<file path="config.mk">
export PLATFORM = sky130hd
export DESIGN_NAME = sts_xfer_status
export DESIGN_NICKNAME = d
export VERILOG_FILES = /design/src/rtl/sts_pkg.sv /design/src/rtl/sts_busy_track.sv /design/src/rtl/sts_err_bank.sv /design/src/rtl/sts_read_view.sv /design/src/rtl/sts_xfer_status.sv
export SDC_FILE = /design/constraint.sdc
export NUM_CORES = 1
export LEC_CHECK = 0
export ABC_AREA = 1
export BUFFER_PORTS_ARGS = -buffer_cell sky130_fd_sc_hd__buf_2
export CORE_UTILIZATION = 27
export CTS_BUF_LIST = sky130_fd_sc_hd__clkbuf_16
export DETAILED_ROUTE_END_ITERATION = 16
export PLACE_DENSITY_LB_ADDON = 0.12
export SYNTH_ARGS = -nofsm -noshare
export SYNTH_HDL_FRONTEND = slang
export SYNTH_SLANG_ARGS = --single-unit
</file>
<file path="constraint.sdc">
create_clock -name clk -period 0.9 [get_ports clk]
set_clock_uncertainty 0.05 [all_clocks]
set_input_delay 0.225 -clock clk [delete_from_list [all_inputs] [get_ports clk]]
set_output_delay 0.225 -clock clk [all_outputs]
set_load 0.1 [all_outputs]
</file>
<file path="src/rtl/sts_pkg.sv">
package sts_pkg;
    localparam int BIT_OVR  = 0;
    localparam int BIT_PAR  = 1;
    localparam int BIT_DCE  = 3;
    localparam int BIT_FIX  = 4;
    localparam int BIT_BUSY = 7;
    localparam int NUM_ERR  = 3;

    localparam logic [1:0] DIR_TX = 2'd0;
    localparam logic [1:0] DIR_RX = 2'd1;

    typedef struct packed {
        logic busy;
        logic pend;
    } busy_state_t;
endpackage

</file>
<file path="src/rtl/sts_busy_track.sv">
module sts_busy_track
    import sts_pkg::*;
(
    input  logic       clk,
    input  logic       rst_n,
    input  logic       role_slave,
    input  logic [1:0] dir_mode,
    input  logic       tx_wr_word,
    input  logic       tx_wr_half,
    input  logic       rx_rd,
    input  logic       sck_edge,
    input  logic       sck_last,
    input  logic       half_tick,
    output logic       busy
);
    busy_state_t st_d, st_q;
    logic rx_only, set_ev, clr_ev;

    always_comb begin
        rx_only = (dir_mode == DIR_RX);
        set_ev  = (!rx_only && (tx_wr_word || tx_wr_half))
                || (rx_only && !role_slave && rx_rd)
                || (rx_only &&  role_slave && sck_edge);
        clr_ev  = st_q.pend && half_tick;

        st_d = st_q;
        // a freshly captured last edge arms; a tick consumes the armed clear
        if (sck_edge && sck_last) st_d.pend = 1'b1;
        else if (half_tick)       st_d.pend = 1'b0;
        // set has priority over clear
        st_d.busy = set_ev || (st_q.busy && !clr_ev);
    end

    always_ff @(posedge clk or negedge rst_n) begin
        if (!rst_n) st_q <= '0;
        else        st_q <= st_d;
    end

    assign busy = st_q.busy;
endmodule

</file>
<file path="src/rtl/sts_err_bank.sv">
module sts_err_bank #(
    parameter int N = 3
) (
    input  logic         clk,
    input  logic         rst_n,
    input  logic         pwr_en,
    input  logic         bus_wr,
    input  logic [N-1:0] wr_val,
    input  logic [N-1:0] ev,
    output logic [N-1:0] flags
);
    typedef struct packed {
        logic [N-1:0] flag;
    } err_state_t;

    err_state_t st_d, st_q;
    logic [N-1:0] nxt;
    logic         wr_ok;

    assign wr_ok = bus_wr && !pwr_en;

    for (genvar i = 0; i < N; i++) begin : g_flag
        // event wins over a software write
        assign nxt[i] = (wr_ok ? wr_val[i] : st_q.flag[i]) | ev[i];
    end

    always_comb begin
        st_d      = st_q;
        st_d.flag = nxt;
    end

    always_ff @(posedge clk or negedge rst_n) begin
        if (!rst_n) st_q <= '0;
        else        st_q <= st_d;
    end

    assign flags = st_q.flag;
endmodule

</file>
<file path="src/rtl/sts_read_view.sv">
module sts_read_view
    import sts_pkg::*;
#(
    parameter int REG_W = 32
) (
    input  logic             busy,
    input  logic             f_ovr,
    input  logic             f_par,
    input  logic             f_dce,
    output logic [REG_W-1:0] rd_data
);
    always_comb begin
        rd_data           = '0;
        rd_data[BIT_FIX]  = 1'b1;
        rd_data[BIT_BUSY] = busy;
        rd_data[BIT_DCE]  = f_dce;
        rd_data[BIT_PAR]  = f_par;
        rd_data[BIT_OVR]  = f_ovr;
    end
endmodule

</file>
<file path="src/rtl/sts_xfer_status.sv">
module sts_xfer_status
    import sts_pkg::*;
#(
    parameter int REG_W = 32
) (
    input  logic             clk,
    input  logic             rst_n,
    input  logic             role_slave,
    input  logic [1:0]       dir_mode,
    input  logic             pwr_en,
    input  logic             tx_wr_word,
    input  logic             tx_wr_half,
    input  logic             rx_rd,
    input  logic             sck_edge,
    input  logic             sck_last,
    input  logic             half_tick,
    input  logic             err_ovr,
    input  logic             err_par,
    input  logic             err_dce,
    input  logic             bus_wr,
    input  logic [REG_W-1:0] wr_data,
    output logic [REG_W-1:0] rd_data
);
    logic               busy;
    logic [NUM_ERR-1:0] flags;
    logic               unused_wdata;

    // bits other than the writable error flags are discarded
    assign unused_wdata = ^{wr_data[REG_W-1:BIT_FIX], wr_data[2]};

    sts_busy_track i_busy (
        .clk        (clk),
        .rst_n      (rst_n),
        .role_slave (role_slave),
        .dir_mode   (dir_mode),
        .tx_wr_word (tx_wr_word),
        .tx_wr_half (tx_wr_half),
        .rx_rd      (rx_rd),
        .sck_edge   (sck_edge),
        .sck_last   (sck_last),
        .half_tick  (half_tick),
        .busy       (busy)
    );

    sts_err_bank #(.N(NUM_ERR)) i_err (
        .clk    (clk),
        .rst_n  (rst_n),
        .pwr_en (pwr_en),
        .bus_wr (bus_wr),
        .wr_val ({wr_data[BIT_DCE], wr_data[BIT_PAR], wr_data[BIT_OVR]}),
        .ev     ({err_dce, err_par, err_ovr}),
        .flags  (flags)
    );

    sts_read_view #(.REG_W(REG_W)) i_view (
        .busy    (busy),
        .f_ovr   (flags[0]),
        .f_par   (flags[1]),
        .f_dce   (flags[2]),
        .rd_data (rd_data)
    );
endmodule

</file>
* Yosys cells after proc, flatten, opt, wreduce, memory -nomap -nowiden
Index checks and enable logic that the tools add are counted.
Storage, ports and cells: memory bits (writable) 0, output and inout bits 32, logic and storage cells 30, bits in registers 5, bits in read-only memories 0, memories 0, latch bits 0
Cells by class: order comparisons 0, multipliers 0, add/sub/neg operators 0, shift operators 0, divide/modulo/power cells 0, muxes and demuxes 5, bitwise gates (word level) 3, reductions and logical operators 18, eq/ne operators 1
Operators by type and width (number):
- logical AND 1 bit | 9
- two-way mux 1 bit | 5
- logical NOT 1 bit | 4
- logical OR 1 bit | 4
- bitwise OR 1 bit | 3
- == test 2 x 1 -> 1 bit (second input constant) | 1
- nonzero test 2 bit | 1

* Depth between registers and ports, before layout
depth after elaboration 6, depth in mapped cells 5, depth with buffers taken out 5

* Modules after synthesis
Synthesis repeated with hierarchy kept, for this count alone.
Unflattened totals: cell total of the unflattened synthesis 72, area, all modules 513.0 um2
By module, submodules not included:
- sts_read_view | area an instance 247.7 um2, instances 1, seq. area each 0.0 um2, cells each 34
- sts_err_bank | area an instance 137.6 um2, instances 1, seq. area each 75.1 um2, cells each 17
- sts_busy_track | area an instance 127.6 um2, instances 1, seq. area each 50.0 um2, cells each 21

* Worst setup path before layout
Ideal clock, no wire load.
kind register to output, from reg i_err.st_q (netlist bit i_err.flags[0]), to out rd_data[0], arrival time 0.599 ns, setup slack 0.026 ns, buffers on the path 1, stages on the path, launching flop included 2, data required time 0.625 ns, cell sequence dfrtp_1 buf_4
RTL lines:
- from (decl) | line sts_err_bank.sv:16 | err_state_t st_d, st_q;
- from (signal assigned) | line sts_err_bank.sv:34 | else st_q <= st_d;
- to (decl) | line sts_xfer_status.sv:22 | output logic [REG_W-1:0] rd_data
No word-level cell between the ends.

* Worst setup path after layout
from reg i_err.st_q (netlist bit i_err.flags[0]), to out rd_data[0]
No word-level cell between the ends.

==> impl_metrics.tcl <==
set metrics [dict create \
    die_h_microns 44.9 \
    antenna_found_initial 0 \
    powerDensity_nw_per_um2 2590 \
    coreArea_sq_um 1730 \
    grt_max_degree 6 \
    wl_per_cell_microns 6.07 \
    status "complete, but fails checks" \
    final_cell_mix "conb_1 (28), buf_2 (18), nand2_1 (14), inv_1 (8), dfrtp_1 (5)" \
    die_w_microns 44.9 \
    final_common_cell "conb_1" \
    path_clk_slew_ns 0.03 \
    slew_violations 0 \
    nets 141 \
    grt_overflow 0 \
    synth_cell_types 9 \
    fin_util 0.378 \
    cp_max_fo 2 \
    p_leak_nw 0.391 \
    holdWs_ns 0.136 \
    syn2layout_area_growth_pct 31.2 \
    critical_path_required_ns 0.62 \
    syn_area_sq_um 498 \
    cpPeakStageDelay_ns 0.40 \
    cts_buffers 3 \
    cts_max_level 1 \
    fin_ws_ns -0.173 \
    power_switching_w 0.000781 \
    initial_utilization 0.288 \
    rsz0062_at_grt "yes" \
    fin_setup_tns_ns -0.713 \
    num_rows 15 \
    synthCells 70 \
    synth_top_family_by_area "buffers and inverters" \
    synth_area_per_cell_sq_um 7.11 \
    grt_pass1_wl_microns 1080 \
    antenna_left 0 \
    cts_tree "done" \
    place_ws_ns 0.0534 \
    io_buffers 22 \
    pwr-share-comb 0.431 \
    cp_num_buf_inv 1 \
    viasPerCell 3.06 \
    cts_buffer_depth 2 \
    placedCellCount 111 \
    period_minus_slack_ns 1.07 \
    synth_mux_area_frac 0 \
    finalHoldViolations 0 \
    drc_errors 0 \
    yosys.area_share.simple 0.148 \
    cp-start-kind "flop" \
    cts_sinks 5 \
    hold_class "in -> reg" \
    fmax_mhz 932 \
    path_cells "buf_12" \
    sw_frac_of_total 0.462 \
    place_hpwl_microns 613 \
    worstSetupPathType "reg -> out" \
    finalWeightedCongestion 0.664 \
    vias 358 \
    setup_violations 5 \
    cts-root-buf "clkbuf_16" \
    cp_slowest_cell "dfrtp_1" \
    initialDrtViolationCount 1 \
    vdd_ir_drop_max_mv 0.799 \
    ys_seq_area_frac 0.251 \
    drive_gt1_frac 0.293 \
    synthAdderAreaFrac 0 \
    die_area_sq_um 2020 \
    synth_seq_cells 5 \
    max_cap_viol_count 0 \
    critPathArrivalTime_ns 0.80 \
    clkPwrFrac 0.418 \
    n_antenna_cell 0 \
    cts_resized 0 \
    violations "setup timing" \
    fin_crit_sh 1.19 \
    grt_pass1_vias 287 \
    crit_family "flip-flops" \
    synth_compound_area_frac 0.0503 \
    internal_power_w 0.000909 \
    drt-total-wl_microns 710 \
    insertion_delay_ns 0.22 \
    setup.worst_path.end_class "output pin" \
    first_pass_iters 4 \
    io_pins 80 \
    fin_cells 117 \
    synth_warnings 0 \
    p_seq_frac 0.151 \
    grt_usage 0.0808 \
    synth_xor_area_frac 0 \
]
==> per-stage QoR <==
stage,instance area [sq um],power (W)
3_3_place_gp,557,0.000979
2_1_floorplan,596,0.000988
3_5_place_dp,557,0.000980
6_report,653,0.00169
5_1_grt,653,0.00176
4_1_cts,646,0.00171
==> power groups by stage <==
stage	registers, W	logic, W	clock network, W
global placement	0.000258	0.000721	0
global route	0.000257	0.000753	0.000747
detailed placement	0.000259	0.000721	0
finish	0.000256	0.000729	0.000706
floorplan	0.000250	0.000738	0
CTS	0.000256	0.000725	0.000725
==> state kept, by name, summed over array words and instances, names as in the netlist <==
| name | count |
|---|---|
| i_busy.st_q | 1 |
| i_busy.busy | 1 |
| i_err.flags | 3 |
==> synth_stat cells <==
master,instances,area share
buf_4,32,0.48
conb_1,2,0.015
nand2_2,1,0.013
inv_1,7,0.053
nand2_1,14,0.11
nor2_1,4,0.030
dfrtp_1,5,0.25
a21oi_1,4,0.040
o21ai_0,1,0.010
==> final timing paths <==
path                                            start  slack, ns  cells after the start                         end
setup / recovery             i_err.flags[0]$_DFF_PN0_      -0.17                      1                  rd_data[0]
setup reg to reg                i_busy.busy$_DFF_PN0_      -0.02                      5       i_busy.busy$_DFF_PN0_
min in group asynchronous                       rst_n       0.31                      2    i_err.flags[1]$_DFF_PN0_
hold / removal                                err_dce       0.14                      3    i_err.flags[2]$_DFF_PN0_
max in group asynchronous                       rst_n       0.36                      2  i_busy.st_q[0]$_DFFE_PN0P_
hold reg to reg            i_busy.st_q[0]$_DFFE_PN0P_       0.47                      2  i_busy.st_q[0]$_DFFE_PN0P_
==> timing repair <==
action | in CTS | in global routing
cloned | 0 | 0
buffers inserted | 0 | 1
hold buffers | 1 | 0
hold endpoints to repair | 5 | 0
endpoints found under the setup margin | 4 | 4
pin swaps | 0 | 1
==> cell type report <==
type,count,area (sq um)
inverter,7,26.3
fill,203,1070
clock buffer,3,75.1
multi-input combinational,52,204
tap,25,31.3
clock inverter,1,3.75
sequential,5,125
timing repair buffer,24,188
==> cell families (layout without fill, tap and decap cells) <==
logic type,after synthesis,in the layout
buf+inv,39,35
compound gates,5,5
simple gates,19,19
other cells,2,28
flops,5,5
==> routing by layer <==
| metal | vias to the layer above | GRT usage | part of all wire |
|---|---|---|---|
| li1 | 189 | - | - |
| met1 | 140 | 0.0862 | 0.43 |
| met2 | 29 | 0.107 | 0.40 |
| met3 | 0 | 0.0520 | 0.17 |
| met4 | 0 | 0.0727 | 0 |
| met5 | - | 0 | 0 |
No activity file was read; power rests on OpenSTA's default activity.
